File: config.mk
export PLATFORM = sky130hd
export DESIGN_NAME = qenc_timer
export DESIGN_NICKNAME = d
export VERILOG_FILES = /design/src/rtl/qenc_pkg.sv /design/src/rtl/qenc_sync.sv /design/src/rtl/qenc_stepper.sv /design/src/rtl/qenc_core.sv /design/src/rtl/qenc_regs.sv /design/src/rtl/qenc_timer.sv
export SDC_FILE = /design/constraint.sdc
export NUM_CORES = 1
export LEC_CHECK = 0
export ABC_AREA = 1
export BUFFER_PORTS_ARGS = -buffer_cell sky130_fd_sc_hd__buf_2
export CELL_PAD_IN_SITES_DETAIL_PLACEMENT = 0
export CELL_PAD_IN_SITES_GLOBAL_PLACEMENT = 2
export CORE_UTILIZATION = 28
export CTS_BUF_LIST = sky130_fd_sc_hd__clkbuf_4
export DETAILED_ROUTE_END_ITERATION = 8
export GPL_TIMING_DRIVEN = 0
export PLACE_DENSITY_LB_ADDON = 0.1
export RECOVER_POWER = 50
export SKIP_LAST_GASP = 1
export SYNTH_ARGS = -nofsm -noshare
export SYNTH_HDL_FRONTEND = slang
export SYNTH_SLANG_ARGS = --single-unit
File: constraint.sdc
create_clock -name clk -period 2.16 [get_ports clk]
set_clock_uncertainty 0.2 [all_clocks]
set_input_delay 0.648 -clock clk [delete_from_list [all_inputs] [get_ports clk]]
set_output_delay 0.648 -clock clk [all_outputs]
set_load 0.02 [all_outputs]
File: src/rtl/qenc_pkg.sv
package qenc_pkg;
  // register addresses (low bits of bus_addr)
  localparam int unsigned A_CTRL  = 0;
  localparam int unsigned A_COUNT = 1;
  localparam int unsigned A_CEIL  = 2;
  localparam int unsigned A_STAT  = 3;

  // control field positions
  localparam int unsigned C_EN      = 0;
  localparam int unsigned C_BUF     = 1;
  localparam int unsigned C_MODE_LO = 2;

  typedef enum logic [1:0] {
    SRC_CLK  = 2'd0,
    SRC_A    = 2'd1,
    SRC_B    = 2'd2,
    SRC_BOTH = 2'd3
  } src_mode_e;
endpackage

File: src/rtl/qenc_sync.sv
module qenc_sync #(
  parameter int STAGES = 2,
  parameter int CH     = 2
) (
  input  logic          clk,
  input  logic          rst,
  input  logic [CH-1:0] raw_i,
  output logic [CH-1:0] lvl_o,
  output logic [CH-1:0] edge_o
);
  generate
    for (genvar c = 0; c < CH; c++) begin : g_ch
      logic [STAGES-1:0] pipe;
      logic              prev;
      if (STAGES == 1) begin : g_one
        always_ff @(posedge clk) begin
          if (rst) pipe <= '0;
          else     pipe <= raw_i[c];
        end
      end else begin : g_many
        always_ff @(posedge clk) begin
          if (rst) pipe <= '0;
          else     pipe <= {pipe[STAGES-2:0], raw_i[c]};
        end
      end
      always_ff @(posedge clk) begin
        if (rst) prev <= 1'b0;
        else     prev <= pipe[STAGES-1];
      end
      assign lvl_o[c]  = pipe[STAGES-1];
      assign edge_o[c] = pipe[STAGES-1] ^ prev;
    end
  endgenerate
endmodule

File: src/rtl/qenc_stepper.sv
module qenc_stepper
  import qenc_pkg::*;
(
  input  src_mode_e  mode_i,
  input  logic       en_i,
  input  logic [1:0] lvl_i,   // [0]=A, [1]=B
  input  logic [1:0] edge_i,
  output logic       step_o,
  output logic       up_o
);
  logic differ;
  assign differ = lvl_i[0] ^ lvl_i[1];

  always_comb begin
    step_o = 1'b0;
    up_o   = 1'b1;
    unique case (mode_i)
      SRC_CLK: begin
        step_o = en_i;
        up_o   = 1'b1;
      end
      SRC_A: begin
        step_o = en_i & edge_i[0];
        up_o   = differ;
      end
      SRC_B: begin
        step_o = en_i & edge_i[1];
        up_o   = ~differ;
      end
      SRC_BOTH: begin
        if (edge_i == 2'b01) begin
          step_o = en_i;
          up_o   = differ;
        end else if (edge_i == 2'b10) begin
          step_o = en_i;
          up_o   = ~differ;
        end
      end
      default: ;
    endcase
  end
endmodule

File: src/rtl/qenc_core.sv
module qenc_core #(
  parameter int CNT_W = 16
) (
  input  logic             clk,
  input  logic             rst,
  input  logic             step_i,
  input  logic             up_i,
  input  logic             cnt_we_i,
  input  logic [CNT_W-1:0] cnt_wd_i,
  input  logic             ceil_we_i,
  input  logic [CNT_W-1:0] ceil_wd_i,
  input  logic             buffered_i,
  input  logic             force_i,
  output logic [CNT_W-1:0] count_o,
  output logic [CNT_W-1:0] ceil_o,
  output logic             dir_o,
  output logic             update_o
);
  logic [CNT_W-1:0] ceil_shd;
  logic [CNT_W-1:0] nxt;
  logic             wrap;
  logic             reload;

  always_comb begin
    if (up_i) begin
      wrap = (count_o >= ceil_o);
      nxt  = wrap ? '0 : count_o + 1'b1;
    end else begin
      wrap = (count_o == '0);
      nxt  = wrap ? ceil_o : count_o - 1'b1;
    end
  end

  assign reload = (step_i & wrap & ~cnt_we_i) | force_i;

  always_ff @(posedge clk) begin
    if (rst) begin
      count_o  <= '0;
      dir_o    <= 1'b0;
      update_o <= 1'b0;
    end else begin
      update_o <= reload;
      if (cnt_we_i) begin
        count_o <= cnt_wd_i;
      end else if (step_i) begin
        count_o <= nxt;
        dir_o   <= ~up_i;
      end
    end
  end

  always_ff @(posedge clk) begin
    if (rst) begin
      ceil_o   <= '1;
      ceil_shd <= '1;
    end else begin
      if (reload) ceil_o <= ceil_shd;
      if (ceil_we_i) begin
        ceil_shd <= ceil_wd_i;
        if (!buffered_i) ceil_o <= ceil_wd_i;
      end
    end
  end
endmodule

File: src/rtl/qenc_regs.sv
module qenc_regs
  import qenc_pkg::*;
#(
  parameter int ADDR_W = 2,
  parameter int DATA_W = 32,
  parameter int CNT_W  = 16
) (
  input  logic              clk,
  input  logic              rst,
  input  logic [ADDR_W-1:0] addr_i,
  input  logic              we_i,
  input  logic [DATA_W-1:0] wdata_i,
  input  logic [CNT_W-1:0]  count_i,
  input  logic [CNT_W-1:0]  ceil_i,
  input  logic              dir_i,
  output logic              en_o,
  output logic              buffered_o,
  output src_mode_e         mode_o,
  output logic              cnt_we_o,
  output logic              ceil_we_o,
  output logic [CNT_W-1:0]  wval_o,
  output logic              force_o,
  output logic [DATA_W-1:0] rdata_o
);
  localparam int unsigned SEL_W = 2;
  logic [SEL_W-1:0] sel;
  assign sel = addr_i[SEL_W-1:0];

  logic hit_ctrl, hit_stat;
  assign hit_ctrl  = we_i && (sel == SEL_W'(A_CTRL));
  assign cnt_we_o  = we_i && (sel == SEL_W'(A_COUNT));
  assign ceil_we_o = we_i && (sel == SEL_W'(A_CEIL));
  assign hit_stat  = we_i && (sel == SEL_W'(A_STAT));
  assign force_o   = hit_stat && wdata_i[0];
  assign wval_o    = wdata_i[CNT_W-1:0];

  always_ff @(posedge clk) begin
    if (rst) begin
      en_o       <= 1'b0;
      buffered_o <= 1'b0;
      mode_o     <= SRC_CLK;
    end else if (hit_ctrl) begin
      en_o       <= wdata_i[C_EN];
      buffered_o <= wdata_i[C_BUF];
      mode_o     <= src_mode_e'(wdata_i[C_MODE_LO +: 2]);
    end
  end

  always_ff @(posedge clk) begin
    if (rst) begin
      rdata_o <= '0;
    end else begin
      unique case (sel)
        SEL_W'(A_CTRL):  rdata_o <= DATA_W'({mode_o, buffered_o, en_o});
        SEL_W'(A_COUNT): rdata_o <= DATA_W'(count_i);
        SEL_W'(A_CEIL):  rdata_o <= DATA_W'(ceil_i);
        default:         rdata_o <= DATA_W'({dir_i, 1'b0});
      endcase
    end
  end
endmodule

File: src/rtl/qenc_timer.sv
module qenc_timer
  import qenc_pkg::*;
#(
  parameter int ADDR_W      = 2,
  parameter int DATA_W      = 32,
  parameter int CNT_W       = 16,
  parameter int SYNC_STAGES = 2
) (
  input  logic              clk,
  input  logic              rst,
  input  logic [ADDR_W-1:0] bus_addr,
  input  logic              bus_we,
  input  logic [DATA_W-1:0] bus_wdata,
  output logic [DATA_W-1:0] bus_rdata,
  input  logic              enc_a,
  input  logic              enc_b,
  output logic [CNT_W-1:0]  count_o,
  output logic              dir_o,
  output logic              update_o
);
  logic [1:0]       enc_lvl, enc_edges;
  logic             run_en, buffered, cnt_we, ceil_we, force_upd;
  logic             step, step_up;
  logic [CNT_W-1:0] wval, ceil_act;
  src_mode_e        mode_sel;

  qenc_sync #(.STAGES(SYNC_STAGES), .CH(2)) sync_i (
    .clk(clk), .rst(rst), .raw_i({enc_b, enc_a}),
    .lvl_o(enc_lvl), .edge_o(enc_edges)
  );

  qenc_regs #(.ADDR_W(ADDR_W), .DATA_W(DATA_W), .CNT_W(CNT_W)) regs_i (
    .clk(clk), .rst(rst), .addr_i(bus_addr), .we_i(bus_we), .wdata_i(bus_wdata),
    .count_i(count_o), .ceil_i(ceil_act), .dir_i(dir_o),
    .en_o(run_en), .buffered_o(buffered), .mode_o(mode_sel),
    .cnt_we_o(cnt_we), .ceil_we_o(ceil_we), .wval_o(wval),
    .force_o(force_upd), .rdata_o(bus_rdata)
  );

  qenc_stepper step_i (
    .mode_i(mode_sel), .en_i(run_en), .lvl_i(enc_lvl), .edge_i(enc_edges),
    .step_o(step), .up_o(step_up)
  );

  qenc_core #(.CNT_W(CNT_W)) core_i (
    .clk(clk), .rst(rst), .step_i(step), .up_i(step_up),
    .cnt_we_i(cnt_we), .cnt_wd_i(wval), .ceil_we_i(ceil_we), .ceil_wd_i(wval),
    .buffered_i(buffered), .force_i(force_upd),
    .count_o(count_o), .ceil_o(ceil_act), .dir_o(dir_o), .update_o(update_o)
  );
endmodule

==> impl_metrics.json <==
{
  "outcome": "finished with violations",
  "failed_checks": "negative setup slack",
  "combinational_family_with_the_most_area_after_synthesis": "simple AND/OR/NAND/NOR gates",
  "drc": 0,
  "final_worst_path_setup_slack_ns": -0.03529,
  "unrepaired_setup_endpoints_after_global_routing": "yes",
  "worst_ep_required_time_ns": 2.34,
  "grt_antenna_before_repair": 1,
  "setup_violations": 16,
  "post_synth_and_or_nand_nor_area_fraction": 0.3052,
  "crit_path_top_delay_cell": "dfxtp_2",
  "fill_cells": 1933,
  "synth_edf_count": 0,
  "layout_worst_path_cycle_share": 1.016,
  "seq_cells_post_synth": 76,
  "drtPass1Iterations": 4,
  "rrSetupSlack_ns": -0.04,
  "synth_async_sr_flop_share": 0,
  "htreeDepth": 3,
  "worstHoldPathType": "in -> reg",
  "groute.usage.overall": 0.2027,
  "timing.rr.end": "core_i.ceil_o[11]",
  "drt_wl_cell_um": 16.41,
  "port-buffer-count": 56,
  "p_per_area_nw_per_um2": 528.6,
  "synth_fa_ha_area_frac": 0.05769,
  "critPathArrivalTime_ns": 2.37,
  "postRouteAntennaNets": 0,
  "timing.max_cap.violations": 0,
  "layout.cells.most_common_list": "nand2_1, inv_1, a21oi_1, dfxtp_1, buf_4",
  "rr_startpoint": "core_i.ceil_o[7]",
  "critPathMaxFanout": 5,
  "post_layout_minimum_cycle_time_ns": 2.195,
  "min_delay_worst_endpoint": "sync_i.g_ch[1].pipe[0]",
  "cts_tree": "done",
  "hold-path-cell-count": 3,
  "grt_pass1_wl_um": 27540,
  "synth-compound-area-share": 0.1487,
  "place.detailed.instances": 1048,
  "irDropWorstVdd_mv": 0.2379,
  "maximum_buffer_depth_of_the_clock_tree": 2,
  "synth_mux_area_frac": 0,
  "synth_xor_xnor_area_share": 0.03336,
  "postCtsHoldBufs": 0,
  "num_rows": 48,
  "floorplan.die.width_um": 135.5,
  "worst_pin_slew_ns": 0.7502,
  "detail_route.iter0.violations": 310,
  "clock_tree.root_cell": "clkbuf_4",
  "cpPeakStageDelay_ns": 0.37,
  "crit_path_cell_trace": "inv_4 -> ha_4 -> nand2_4 -> nor2_4 -> and2_4 -> nor2_2 -> nand2_1 -> nand2_2 -> nand3_4 -> nand3_4 -> nand2_8 -> clkbuf_16 -> nand2_2 -> nand3_2 -> nand2_1",
  "setup.worst_path.start_class": "flop",
  "route.vias.total": 5102,
  "core_footprint_um2": 17360,
  "power_leakage_nw": 3.271,
  "fp.dieArea_um2": 18350,
  "yosysUniqueCellTypes": 38,
  "grt_max_degree": 13,
  "postSynthAreaPerCell_um2": 6.634,
  "wl_um": 18020,
  "globalplace.congestion": 0.8340,
  "die_h_um": 135.5,
  "hold_path.startpoint": "enc_b",
  "final_hold_viol_count": 0,
  "via_count_of_the_first_global_routing_pass": 4814,
  "num_io_pins": 89,
  "area_growth_synth_to_finish_pct": 30.02,
  "dominantRegCellSynth": "dfxtp_1",
  "drive_above_1_share": 0.3165,
  "yosysSeqAreaShare": 0.3050,
  "worst_setup_path_end_kind": "flop",
  "initial_utilization": 0.2874,
  "finalNonFillerCells": 1098,
  "post_synth_instance_area_um2": 4989,
  "total_half_perimeter_wirelength_after_legalization_and_detailed_placement_um": 13710,
  "synth_warnings": 0,
  "layout_commonest_cell": "nand2_1",
  "worst_setup_path_category": "reg -> reg",
  "final_max_slew_viol_count": 0,
  "slew_headroom": 0.4999,
  "achievable-frequency_mhz": 455.5,
  "vias_per_cell": 4.647,
  "clock_pin_transition_on_the_worst_setup_and_hold_timing_paths_ns": 0.14,
  "worst_hold_slack_ns": 0.1747,
  "globalRouteOverflowTotal": 0,
  "post_synth_inst_count": 752,
  "setup_tns_final_ns": -0.2375,
  "clkLatencyLatePin_ns": 0.50,
  "clock_sinks": 76,
  "layout.nets": 930,
  "numCtsBuffers": 9,
  "reg2reg_depth": 15
}
[through the flow]
step / total power, mW / setup WS (ns) / util / area [um^2]
floorplan: 2.177 / 0.0007541 / - / 5047
CTS: 3.359 / -0.02393 / 0.3529 / 6125
global placement: 2.458 / -0.5602 / 0.3232 / 5609
finish: 3.429 / -0.03529 / 0.3737 / 6486
global route: 3.626 / -0.1438 / 0.3737 / 6486
detailed placement: 2.462 / -0.5950 / 0.3232 / 5609
[power breakdown]
| group | switching [mW] | internal (mW) |
|---|---|---|
| logic | 0.697 | 0.416 |
| registers | 0.0538 | 1.47 |
| clock network | 0.571 | 0.217 |
| total | 1.32 | 2.11 |
[flip-flops by register name (all words and copies together), names as in the netlist, 2 cells and up]
register	flops
sync_i.g_ch.pipe	4
regs_i.rdata_o	16
core_i.count_o	16
regs_i.mode_o	2
sync_i.g_ch.prev	2
core_i.ceil_shd	16
core_i.ceil_o	16
[synth_stat cells (3+ instances only)]
cell | n | area share
o22ai_1 | 12 | 0.015
nand3_1 | 55 | 0.055
inv_1 | 107 | 0.081
ha_1 | 23 | 0.058
buf_2 | 9 | 0.0090
buf_4 | 18 | 0.027
a21oi_1 | 55 | 0.055
nor2_1 | 55 | 0.041
dfxtp_1 | 76 | 0.30
nor3_1 | 5 | 0.0050
o21ai_0 | 34 | 0.034
nand2_2 | 14 | 0.018
xor2_1 | 18 | 0.032
clkbuf_1 | 12 | 0.0090
o21ai_1 | 5 | 0.0050
nor2_2 | 3 | 0.0038
nand2_1 | 184 | 0.14
buf_6 | 4 | 0.0090
inv_2 | 10 | 0.0075
o211ai_1 | 19 | 0.029
nor2_4 | 3 | 0.0068
nand4_1 | 7 | 0.0088
buf_1 | 3 | 0.0023
[routing by layer]
metal	up-vias	share of wire	GRT usage
li1	2606	-	-
met1	2378	0.50	0.2870
met2	105	0.45	0.3162
met3	13	0.038	0.02656
met4	0	0.012	0.06305
met5	-	0	0
[critical path: cells and delay by family (launching register included)]
family,cells,cell delay [ns]
fa+ha+maj,1,0.28
buf+inv,2,0.23
flops,1,0.37
simple gates,12,1.02
[worst max path at each step]
| stage | slack (ns) | startpoint | endpoint | cells past startpoint |
|---|---|---|---|---|
| 3_3_place_gp | -0.56 | bus_addr[0] | core_i.count_o[14] | 11 |
| 6_report | -0.04 | core_i.ceil_o[7] | core_i.ceil_o[11] | 15 |
| 5_1_grt | -0.14 | core_i.ceil_o[0] | core_i.count_o[4] | 13 |
| 3_5_place_dp | -0.60 | bus_addr[0] | core_i.count_o[14] | 11 |
| 4_1_cts | -0.02 | core_i.count_o[6] | core_i.count_o[11] | 12 |
| 2_1_floorplan | 0.0008 | core_i.count_o[11] | core_i.ceil_o[15] | 13 |
[cells by family after synthesis]
kind of cell	count (synthesis)
simple gates	336
compound gates	132
buf+inv	165
fa+ha+maj	23
xor+xnor	19
other cells	1
flops	76
[cell type report]
class | instances | area, um^2 | share of cell area
buffer | 47 | 334.1 | 0.05150
multi-input combinational | 526 | 3171 | 0.4888
antenna | 1 | 2.502 | 0.0003858
clock inverter | 6 | 32.53 | 0.005015
clock buffer | 9 | 67.56 | 0.01042
tap | 225 | 281.5 | 0.04340
inverter | 118 | 462.9 | 0.07137
timing repair buffer | 90 | 563.0 | 0.08681
sequential | 76 | 1572 | 0.2423
[repair_timing]
| item | in CTS | in global routing |
|---|---|---|
| setup buffers | 22 | 11 |
| setup endpoints to repair | 37 | 32 |
| cloned | 0 | 1 |
| gates resized for setup | 82 | 88 |
| pin swaps | 12 | 31 |
Power figures use the tool's default switching activity.
